## config.mk

```make
export PLATFORM = sky130hd
export DESIGN_NAME = operand_shifter
export DESIGN_NICKNAME = d
export VERILOG_FILES = /design/src/rtl/shf_pkg.sv /design/src/rtl/shf_right_barrel.sv /design/src/rtl/shf_carry_pick.sv /design/src/rtl/shf_rrx.sv /design/src/rtl/operand_shifter.sv
export SDC_FILE = /design/constraint.sdc
export NUM_CORES = 1
export LEC_CHECK = 0
export BUFFER_PORTS_ARGS = -buffer_cell sky130_fd_sc_hd__buf_2
export CAP_MARGIN = 40
export CORE_UTILIZATION = 55
export DETAILED_ROUTE_END_ITERATION = 16
export PLACE_DENSITY = 0.81
export SLEW_MARGIN = 40
export SYNTH_ARGS = -nofsm -noshare
export SYNTH_HDL_FRONTEND = slang
export SYNTH_SLANG_ARGS = --single-unit
```

## constraint.sdc

```tcl
create_clock -name vclk -period 4.8
set_input_delay 0.96 -clock vclk [all_inputs]
set_output_delay 0.96 -clock vclk [all_outputs]
set_load 0.02 [all_outputs]
```

## src/rtl/shf_pkg.sv

```systemverilog
// Package: shared kind codes and fill selection for the operand shifter.
// Assumes: kind codes are fixed by the instruction decoder upstream.
package shf_pkg;

    typedef enum logic [2:0] {
        SK_LSL = 3'd0,
        SK_LSR = 3'd1,
        SK_ASR = 3'd2,
        SK_ROR = 3'd3,
        SK_RRX = 3'd4
    } shift_kind_e;

    typedef enum logic [1:0] {
        FILL_ZERO = 2'd0,
        FILL_SIGN = 2'd1,
        FILL_ROT  = 2'd2
    } fill_e;

endpackage

```

## src/rtl/shf_right_barrel.sv

```systemverilog
// Module: log-stage right shifter. Stage k moves the word 2**k places
// toward the LSB when amt_i[k] is set. The vacated high bits take zeros,
// copies of the input sign bit, or the bits that fell off the bottom
// (rotate). Assumes W is a power of two and AW = log2(W).
module shf_right_barrel
    import shf_pkg::*;
#(
    parameter int W  = 32,
    parameter int AW = $clog2(W)
) (
    input  logic [W-1:0]  data_i,
    input  logic [AW-1:0] amt_i,
    input  fill_e         fill_i,
    output logic [W-1:0]  data_o
);

    logic [W-1:0] stage [0:AW];

    assign stage[0] = data_i;

    for (genvar k = 0; k < AW; k++) begin : g_stage
        localparam int STEP = 1 << k;
        logic [STEP-1:0] top_bits;

        // Choose what enters the vacated high bits for this stage.
        always_comb begin
            case (fill_i)
                FILL_SIGN: top_bits = {STEP{data_i[W-1]}};
                FILL_ROT:  top_bits = stage[k][STEP-1:0];
                default:   top_bits = '0;
            endcase
        end

        assign stage[k+1] = amt_i[k] ? {top_bits, stage[k][W-1:STEP]} : stage[k];
    end

    assign data_o = stage[AW];

    // Check the guarantees of each fill mode on the final word.
    always_comb begin
        if (fill_i == FILL_ROT) begin
            assert_rot_keeps_ones_R4: assert ($countones(data_o) == $countones(data_i))
                else $error("rotate changed the number of set bits");
        end
        if (fill_i == FILL_ZERO && amt_i != '0) begin
            assert_zero_fill_top_R2: assert (data_o[W-1] == 1'b0)
                else $error("zero fill left the top bit set");
        end
        if (fill_i == FILL_SIGN) begin
            assert_sign_fill_top_R3: assert (data_o[W-1] == data_i[W-1])
                else $error("sign fill changed the sign bit");
        end
    end

endmodule

```

## src/rtl/shf_carry_pick.sv

```systemverilog
// Module: picks the shifter carry for counted shifts. The input word is
// given in right-shift orientation (already reversed for left shifts), so
// the last bit to leave is bit amt-1. A zero count passes the flag through.
module shf_carry_pick #(
    parameter int W  = 32,
    parameter int AW = $clog2(W)
) (
    input  logic [W-1:0]  vec_i,
    input  logic [AW-1:0] amt_i,
    input  logic          carry_i,
    output logic          carry_o
);

    logic [AW-1:0] last_idx;

    // Index of the final bit that leaves the word.
    always_comb begin
        last_idx = amt_i - 1'b1;
        carry_o  = (amt_i == '0) ? carry_i : vec_i[last_idx];
    end

endmodule

```

## src/rtl/shf_rrx.sv

```systemverilog
// Module: one-step extended rotate. The carry flag acts as bit W and
// enters bit W-1, while bit 0 leaves into the carry. The count is not used.
module shf_rrx #(
    parameter int W = 32
) (
    input  logic [W-1:0] data_i,
    input  logic         carry_i,
    output logic [W-1:0] data_o,
    output logic         carry_o
);

    // Move the whole word plus carry one place toward the LSB.
    always_comb begin
        data_o  = {carry_i, data_i[W-1:1]};
        carry_o = data_i[0];
    end

endmodule

```

## src/rtl/operand_shifter.sv

```systemverilog
// Module: second-operand shifter, the top of this block. It is purely
// combinational. A left shift is done by reversing the word, shifting it
// right and reversing it back. Kind codes 5 to 7 pass the operand and
// the carry through. Assumes W is a power of two.
module operand_shifter
    import shf_pkg::*;
#(
    parameter int W  = 32,
    parameter int AW = $clog2(W)
) (
    input  logic [W-1:0]  opnd_i,
    input  logic [AW-1:0] amount_i,
    input  logic [2:0]    kind_i,
    input  logic          carry_i,
    output logic [W-1:0]  result_o,
    output logic          carry_o
);

    shift_kind_e  kind;
    fill_e        fill_sel;
    logic [W-1:0] opnd_rev;
    logic [W-1:0] oriented;
    logic [W-1:0] shifted;
    logic [W-1:0] shifted_rev;
    logic [W-1:0] aligned;
    logic         count_carry;
    logic [W-1:0] rrx_data;
    logic         rrx_carry;

    assign kind = shift_kind_e'(kind_i);

    for (genvar i = 0; i < W; i++) begin : g_rev
        assign opnd_rev[i]    = opnd_i[W-1-i];
        assign shifted_rev[i] = shifted[W-1-i];
    end

    // Orient the operand and choose the fill for the right-shift stages.
    always_comb begin
        oriented = (kind == SK_LSL) ? opnd_rev : opnd_i;
        case (kind)
            SK_ASR:  fill_sel = FILL_SIGN;
            SK_ROR:  fill_sel = FILL_ROT;
            default: fill_sel = FILL_ZERO;
        endcase
    end

    shf_right_barrel #(.W(W), .AW(AW)) u_barrel (
        .data_i (oriented),
        .amt_i  (amount_i),
        .fill_i (fill_sel),
        .data_o (shifted)
    );

    shf_carry_pick #(.W(W), .AW(AW)) u_carry (
        .vec_i   (oriented),
        .amt_i   (amount_i),
        .carry_i (carry_i),
        .carry_o (count_carry)
    );

    shf_rrx #(.W(W)) u_rrx (
        .data_i  (opnd_i),
        .carry_i (carry_i),
        .data_o  (rrx_data),
        .carry_o (rrx_carry)
    );

    assign aligned = (kind == SK_LSL) ? shifted_rev : shifted;

    // Select the final word and carry by kind.
    always_comb begin
        case (kind_i)
            3'd0, 3'd1, 3'd2, 3'd3: begin
                result_o = aligned;
                carry_o  = count_carry;
            end
            3'd4: begin
                result_o = rrx_data;
                carry_o  = rrx_carry;
            end
            default: begin
                result_o = opnd_i;
                carry_o  = carry_i;
            end
        endcase
    end

    // Relate the top-level ports for each kind.
    always_comb begin
        if (kind_i == 3'd0 && amount_i != '0) begin
            assert_lsl_low_zero_R1: assert (result_o[0] == 1'b0)
                else $error("left shift left bit 0 set");
        end
        if (kind_i <= 3'd3 && amount_i == '0) begin
            assert_zero_count_pass_R6: assert (result_o == opnd_i && carry_o == carry_i)
                else $error("zero count altered the operand or the carry");
        end
        if (kind_i == 3'd4) begin
            assert_rrx_body_R7: assert (result_o[W-2:0] == opnd_i[W-1:1])
                else $error("extended rotate body wrong");
        end
        if (kind_i >= 3'd5) begin
            assert_spare_pass_R8: assert (result_o == opnd_i && carry_o == carry_i)
                else $error("spare code changed the outputs");
        end
    end

endmodule

```

; ---- Word level (Yosys, flattened, before mapping)
; Index checks and enable logic that the tools add are counted.
; Widths: inputs -> output; s select.
[classes]
addsub = 1
order_cmp = 1
eq_ne = 6
mux = 18
n_reduce_logical = 3
[ops]
columns = operator, n
row1 = $mux 32, 7
row2 = $pmux 32 s2, 1
row3 = $pmux 16 s2, 1
row4 = $pmux 8 s2, 1
row5 = $pmux 2 s2, 2
row6 = $pmux 4 s2, 1
row7 = $eq 3x2->1 const B, 2
row8 = $lt 5x6->1 const B, 1
row9 = $bmux 1 s5, 1
row10 = $logic_not 5->1, 1
row11 = $sub 5x1->5 const B, 1
row12 = $pmux 1 s2, 2
row13 = $reduce_or 4->1, 1
row14 = $eq 3x1->1 const B, 1
row15 = $eq 3x3->1 const B, 1
row16 = $logic_not 3->1, 1
row17 = $eq 2x1->1 const B, 1
row18 = $eq 2x2->1 const B, 1
row19 = $mux 1, 2
[word_totals]
regBits = 0
inputBits = 41
output_inout_bits = 33
word_cells = 29

; ---- Logic depth before layout (Yosys ltp)
; Gate-level depths: netlist of run 1.
[logic_depth]
ltp_word = 15
mapped_depth = 13
depth_no_buf = 11

; ---- By module
; Synthesis of run 1 repeated with hierarchy kept, for this count alone.
[unflattened]
hier_cells = 421
area_unflattened_um2 = 4295.4
[modules_own_cells]
columns = module, instances, cells_each, area_per_inst_um2, seq_area_each_um2
row1 = shf_right_barrel, 1, 280, 2431.1, 0.0
row2 = operand_shifter, 1, 82, 1242.4, 0.0
row3 = shf_carry_pick, 1, 26, 374.1, 0.0
row4 = shf_rrx, 1, 33, 247.7, 0.0

; ---- Worst setup path after synthesis of run 1
; No wires, ideal clock.
[synth_path]
path_type = input-to-output
startpoint = input amount_i[0]
endpoint = output carry_o
arrival_ns = 3.993
required_time_ns = 3.840
setup_slack_ns = -0.153
stages = 11
path_cell_list = clkbuf_1 > inv_2 > buf_2 > buf_1 > ha_1 > clkbuf_1 > mux4_2 > mux4_2 > mux2_2 > nor4_1 > nor3_1
[synth_via]
elab_chain_len = 5
[synth_rtl]
columns = item, line
row1 = "start, declared", operand_shifter.sv:12  ; input logic [AW-1:0] amount_i,
row2 = $sub 5x1->5, shf_carry_pick.sv:18  ; last_idx = amt_i - 1'b1;
row3 = $bmux 1 s5, shf_carry_pick.sv:19  ; carry_o = (amt_i == '0) ? carry_i : vec_i[last_idx];
row4 = $mux 1 (implied by the code), shf_carry_pick.sv:19
row5 = $mux 1 *, shf_carry_pick.sv:19
row6 = $pmux 1 s2 *, operand_shifter.sv:72  ; case (kind_i)
row7 = "end, declared", operand_shifter.sv:16  ; output logic carry_o
; Every way passes the cells marked *; elsewhere a longest branch is shown, timed or not. The select of a mux whose other input is x is not followed.

; ---- Worst setup path after layout of run 1
[layout_path]
startpoint = input kind_i[2]
endpoint = output result_o[23]
[layout_via]
elab_chain_len = 11
[layout_rtl]
columns = item, line
row1 = "start, declared", operand_shifter.sv:13  ; input logic [2:0] kind_i,
row2 = $eq 3x2->1, "operand_shifter.sv:40, operand_shifter.sv:72"
row3 = $pmux 2 s2, operand_shifter.sv:40  ; case (kind)
row4 = $eq 2x2->1 or $eq 2x1->1 (tied branches), n/a
row5 = $pmux 1 s2, shf_right_barrel.sv:27  ; case (fill_i)
row6 = $mux 32 (5 in a row), shf_right_barrel.sv:34  ; assign stage[k+1] = amt_i[k] ? {top_bits, stage[k][W-1:STEP]} : stage[k];
row7 = $mux 32, operand_shifter.sv:68  ; assign aligned = (kind == SK_LSL) ? shifted_rev : shifted;
row8 = $pmux 32 s2 *, operand_shifter.sv:72
row9 = "end, declared", operand_shifter.sv:15  ; output logic [W-1:0] result_o,
; Every way passes the cells marked *; elsewhere a longest branch is shown, timed or not.

==> out/qor.yml, run 1 <==
setup_path:
  crit_type: "input pin to primary output"
  cp_slowest_cell: "a222oi_1"
  cp_data_required_time_ns: 3.84
  crit_top_cell: "buf_6"
  cp.arrival_ns: 4.03
  cp-end-kind: "primary output"
  worstSetupEndpoint: "result_o[23]"
  crit_path_cell_trace: "buf_6, or3_4, buf_8, buf_6, mux4_2, a222oi_1, buf_4, a21oi_2, a21oi_1, mux2i_1, mux4_2, buf_6"
  cp_max_fo: 6
  slowest_delay_ns: 0.57
  start_kind: "input pin"
  startpoint: "kind_i[2]"
placed_design:
  portBuffers: 74
  gp_congestion: 1.13
  dpl.hpwl_um: 16700
  dp_cells: 713
route:
  ant_nets: 0
  vias: 6244
  route.final.wire_length_um: 23600
  drtIter0Drc: 1129
  wl_per_cell_um: 32.2
  via_per_inst: 8.54
  drc: 0
  dr.pass1.iters: 13
sta:
  finalSetupTns_ns: -1.27
  min_period_ns: 4.99
  fin_ws_ns: -0.190
  finalCritPeriodShare_pct: 104
  slew_headroom_pct: 40.9
  fmax_mhz: 200
  finalHoldViolations: 0
  max_slew.worst_pin.slew_ns: 0.883
  maxSlewViolCount: 0
  rsz0062_at_grt: "true"
  setup_viol: 16
floorplan:
  start_util_pct: 57.9
  io_pins: 74
  die_y_um: 93.1
  core-area_um2: 7890
  die_w_um: 93.1
  rows: 32
  die_area_um2: 8670
logic_synthesis:
  ys_warn_count: 0
  synth_cell_type_count: 55
  synth_cells: 505
  syn-num-nets: 549
  synth_area_um2: 4570
  synth_common_cells: "mux4_2 (69), nand2_1 (51), mux2i_1 (34), nor2_1 (34), clkbuf_1 (32)"
  synthMostInstantiatedCell: "mux4_2"
  synth_seq_area_share_pct: 0
  yosysTopAreaCell: "mux4_2"
  syn_avg_cell_area_um2: 9.04
  synth_area_leaders: "mux4_2 (34%), mux4_1 (8.6%), mux2i_1 (7.5%)"
  synth_top_cell_area_share_pct: 34.0
layout:
  layout.cells.non_filler: 731
  regArea_um2: 0
  synthToLayoutAreaGrowth_pct: 32.7
  seq_cell_count: 0
  diodes: 0
  n_clock_buffer: 0
  drive_gt1_share_pct: 53.3
  nets: 675
  fill_cells: 516
min_path:
  hold_path.class: "input pin to primary output"
  whs_path_depth: 3
pwr:
  power_density_nw_per_um2: 140
  power_leakage_nw: 2.35
  irDropWorstVdd_mv: 0.123
  total_power_uw: 848
outcome:
  status: "finished with violations"
  violations: "negative setup slack"
grt:
  antenna_found_initial: 0
  grt_pass1_wl_um: 33600
  grt_max_degree: 31
  grt_overflow: 0
  track_usage_pct: 52.4
  grt_pass1_vias: 5789
flow_run:
  drv_cap: 0
==> layout make-up <==
cell class         count  area [µm²]  share of cell area, %
well taps            102         128                   2.11
inverters              8        30.0                  0.495
repair buffers       177        1310                   21.5
multi-input cells    444        4600                   75.9
==> timing repair <==
action / 4_1_cts / 5_1_grt
hold buffers: 0 / 0
buffers inserted: 5 / 10
gates cloned: 0 / 3
pin swaps: 3 / 17
endpoints found under the setup margin: 23 / 32
resized for setup: 27 / 86
==> cell families after synthesis <==
kind of cell | count (synthesis) | synth area share (%)
buf+inv | 61 | 5.81
fa+ha+maj | 3 | 0.822
simple gates | 139 | 14.0
xor+xnor | 2 | 0.384
mux | 127 | 52.3
compound gates | 173 | 26.7
==> power breakdown <==
group          total [mW]  internal, mW  switching [mW]
logic               0.848         0.367           0.481
clock network           0             0               0
registers               0             0               0
total               0.848         0.367           0.481
==> layout by cell type (no fill, tap or decap), types with 5 or more instances in the layout <==
cell type,instances
mux2i_1,21
o22ai_1,11
a21oi_1,19
a22oi_1,12
mux2_2,9
a22oi_2,9
o221ai_1,6
o21ai_0,17
nand3_1,16
a211oi_1,8
o22ai_2,7
buf_2,63
o31ai_1,8
buf_6,19
buf_4,90
nor2_1,31
a221o_1,6
mux2i_2,10
a31oi_1,10
mux4_2,74
nand2_1,47
o21ai_1,6
mux4_1,10
o211ai_1,5
a21oi_2,7
nor3_1,9
a221oi_1,5
==> worst min path at each step <==
stage | from | end | slack, ns
after detailed placement | carry_i | result_o[31] | 2.40
after floorplan | opnd_i[9] | result_o[9] | 2.17
after global placement | carry_i | result_o[31] | 2.40
after CTS | carry_i | result_o[31] | 2.40
after global routing | carry_i | result_o[31] | 2.43
final | carry_i | result_o[31] | 2.41
==> per-layer routing <==
metal	vias to the layer above	part of all wire (%)	GRT usage (%)
li1	2411	-	-
met4	0	9.6	29.1
met1	2809	31	64.9
met5	-	0	0
met2	776	42	79.7
met3	248	18	18.2
==> metrics by stage <==
step / setup WS [ns] / util, % / hold WS [ns] / cell area, µm²
floorplan: 0.00972 / - / 2.17 / 4570
global placement: -0.174 / 69.6 / 2.40 / 5490
detailed placement: -0.229 / 69.6 / 2.40 / 5490
CTS: 0.000484 / 71.4 / 2.40 / 5630
global route: -0.152 / 76.8 / 2.43 / 6060
finish: -0.190 / 76.8 / 2.41 / 6060
==> critical path: cells and delay by family <==
| kind | cells | cell delay (ns) |
|---|---|---|
| mux | 3 | 1.13 |
| buf+inv | 5 | 0.78 |
| compound gates | 3 | 0.76 |
| simple gates | 1 | 0.40 |
(Power assumes the default switching activity.)
==> run 2: changes to the inputs <==
==> constraint.sdc (replaced) <==
create_clock -name vclk -period 4.8
set_input_delay 0 -clock vclk [all_inputs]
set_output_delay 0 -clock vclk [all_outputs]
set_load 0.02 [all_outputs]
==> run 2 against run 1 <==
Compared with the run above:
- the run now ends clean
- non-clock buffer count decreased by 96
- design area decreased by 19%
- highest routed layer unchanged
- global-route usage decreased by 4.0 points
- routed wire length decreased by 13%
- die area unchanged
- first-iteration DRC count decreased by 5.7%
- total power decreased by 20%
- setup slack improved by 1.3 ns
- critical endpoint is now carry_o
- utilization decreased by 15 points
- worst hold slack got worse by 1.9 ns
==> out/qor.yml, run 2 (synthesized netlist as in run 1, its figures left out) <==
sta:
  maxSlewViolCount: 0  # unchanged
  rsz0062_at_grt: "false"  # was true
  setup_viol: 0  # was 16
  timing.hold.ws_ns: 0.557  # was 2.41 ns
  slew_headroom_pct: 45.6  # was 40.9%
  finalCritPeriodShare_pct: 76.1  # was 104%
  min_period_ns: 3.65  # was 4.99 ns
  max_slew.worst_pin.slew_ns: 0.813  # was 0.883 ns
  finalHoldViolations: 0  # unchanged
  fmax_mhz: 274  # was 200 MHz
  finalSetupTns_ns: 0  # was -1.27 ns
route:
  vias: 5625  # was 6,244
  via_per_inst: 8.86  # was 8.54
  drtIter0Drc: 1065  # was 1,129
  dr.pass1.iters: 6  # was 13
  drc: 0  # unchanged
  wl_met2_um: 8870  # was 9780 µm
  route.final.wire_length_um: 20500  # was 23,600 µm
  ant_nets: 0  # unchanged
  dr_wl_met3_um: 3450  # was 4200 µm
  met1_length_um: 6880  # was 7300 µm
  top_layer: "met4"  # unchanged
  wl_per_cell_um: 32.3  # was 32.2 µm
layout:
  drive_gt1_share_pct: 33.0  # was 53.3%
  fill_cells: 703  # was 516
  final_common_cell: "buf_2"  # was buf_4
  n_clock_buffer: 0  # unchanged
  regArea_um2: 0  # unchanged
  seq_cell_count: 0  # unchanged
  nets: 579  # was 675
  final_cell_mix: "buf_2 (74), mux4_2 (69), nand2_1 (51), mux2i_1 (34), nor2_1 (33)"  # was buf_4 (90), mux4_2 (74), buf_2 (63), nand2_1 (47), nor2_1 (31)
  synthToLayoutAreaGrowth_pct: 7.10  # was 32.7%
  diodes: 0  # unchanged
  fin_util_pct: 62.0  # was 76.8%
grt:
  grt_max_degree: 47  # was 31
  grt_overflow: 0  # unchanged
  antenna_found_initial: 0  # unchanged
  track_usage_pct: 48.4  # was 52.4%
  grt_pass1_vias: 5149  # was 5,789
  grt_pass1_wl_um: 31100  # was 33,600 µm
setup_path:
  crit_path_cell_trace: "buf_2, inv_2, ha_1, mux4_2, mux4_2, mux2i_1, nand3_1, o21ai_0, nor3_1, buf_2"  # was buf_6, or3_4, buf_8, buf_6, mux4_2, a222oi_1, buf_4, a21oi_2, a21oi_1, mux2i_1, mux4_2, buf_6
  cp_top_family: "multiplexers"  # unchanged
  cp_data_required_time_ns: 4.80  # was 3.84 ns
  path_buf_inv: 3  # was 5
  cp_max_fo: 32  # was 6
  cp_slowest_cell: "ha_1"  # was a222oi_1
  crit_type: "input pin to primary output"  # unchanged
  cp-end-kind: "primary output"  # unchanged
  slowest_delay_ns: 0.75  # was 0.57 ns
  cp.arrival_ns: 3.65  # was 4.03 ns
  start_kind: "input pin"  # unchanged
floorplan:
  die_y_um: 93.1  # unchanged
  rows: 32  # unchanged
  io_pins: 74  # unchanged
  die_area_um2: 8670  # unchanged
  die_w_um: 93.1  # unchanged
  start_util_pct: 57.9  # unchanged
  core-area_um2: 7890  # unchanged
placed_design:
  gp_congestion: 1.07  # was 1.13
  dpl.hpwl_um: 14600  # was 16,700 µm
  portBuffers: 74  # unchanged
min_path:
  hold_path.class: "input pin to primary output"  # unchanged
pwr:
  p_sw_uw: 412  # was 481 µW
  power_density_nw_per_um2: 138  # was 140 nW/µm²
  power_leakage_nw: 1.81  # was 2.35 nW
  irDropWorstVdd_mv: 0.0747  # was 0.123 mV
  pwr-share-seq_pct: 0  # about the same
  switching_share_pct: 60.9  # was 56.7%
  pwr-share-clk_pct: 0  # about the same
  combPwrFrac_pct: 100.0  # about the same
  p_int_uw: 264  # was 367 µW
clock_network:
  postCtsResizedCells: 0  # was 27
  postCtsSetupRepairBufs: 0  # was 5
  cts_hold_buf: 0  # unchanged
outcome:
  status: "completed"  # was finished with violations
flow_run:
  drv_cap: 0  # unchanged
run 2: changes by cell type in the layout (fill, tap and decap cells not counted), sizes merged:
cell / delta
clkbuf: -1
buf: -95
run 2: cell type report:
type	count	area, µm²	share of cell area, %
tap	102	128	2.61
multi-input combinational	444	4310	88.1
timing repair buffer	81	423	8.65
inverter	8	30.0	0.614
run 2: path summary, 6_finish.rpt:
path / end / depth (start not counted) / startpoint / slack [ns]
worst max-delay path: carry_o / 10 / amount_i[1] / 1.15
worst min-delay path: result_o[31] / 3 / carry_i / 0.56
run 2: routing by layer:
layer | track usage, % | vias to the layer above
li1 | - | 2215
met1 | 62.4 | 2656
met2 | 73.8 | 613
met3 | 16.9 | 141
met4 | 20.5 | 0
met5 | 0 | -
run 2: metrics by stage:
stage	cells	power [mW]	area (µm²)	setup slack (ns)
after floorplan	505	0.446	4570	1.77
after global placement	635	0.633	4890	1.26
after detailed placement	635	0.643	4890	1.24
after CTS	635	0.645	4890	1.24
after global routing	635	0.699	4890	0.968
final	635	0.677	4890	1.15
run 2: power groups by stage:
| stage | sequential (mW) | combinational [mW] | clock (mW) |
|---|---|---|---|
| final | 0 | 0.677 | 0 |
| after floorplan | 0 | 0.446 | 0 |
| after global placement | 0 | 0.633 | 0 |
| after detailed placement | 0 | 0.643 | 0 |
| after CTS | 0 | 0.645 | 0 |
| after global routing | 0 | 0.699 | 0 |
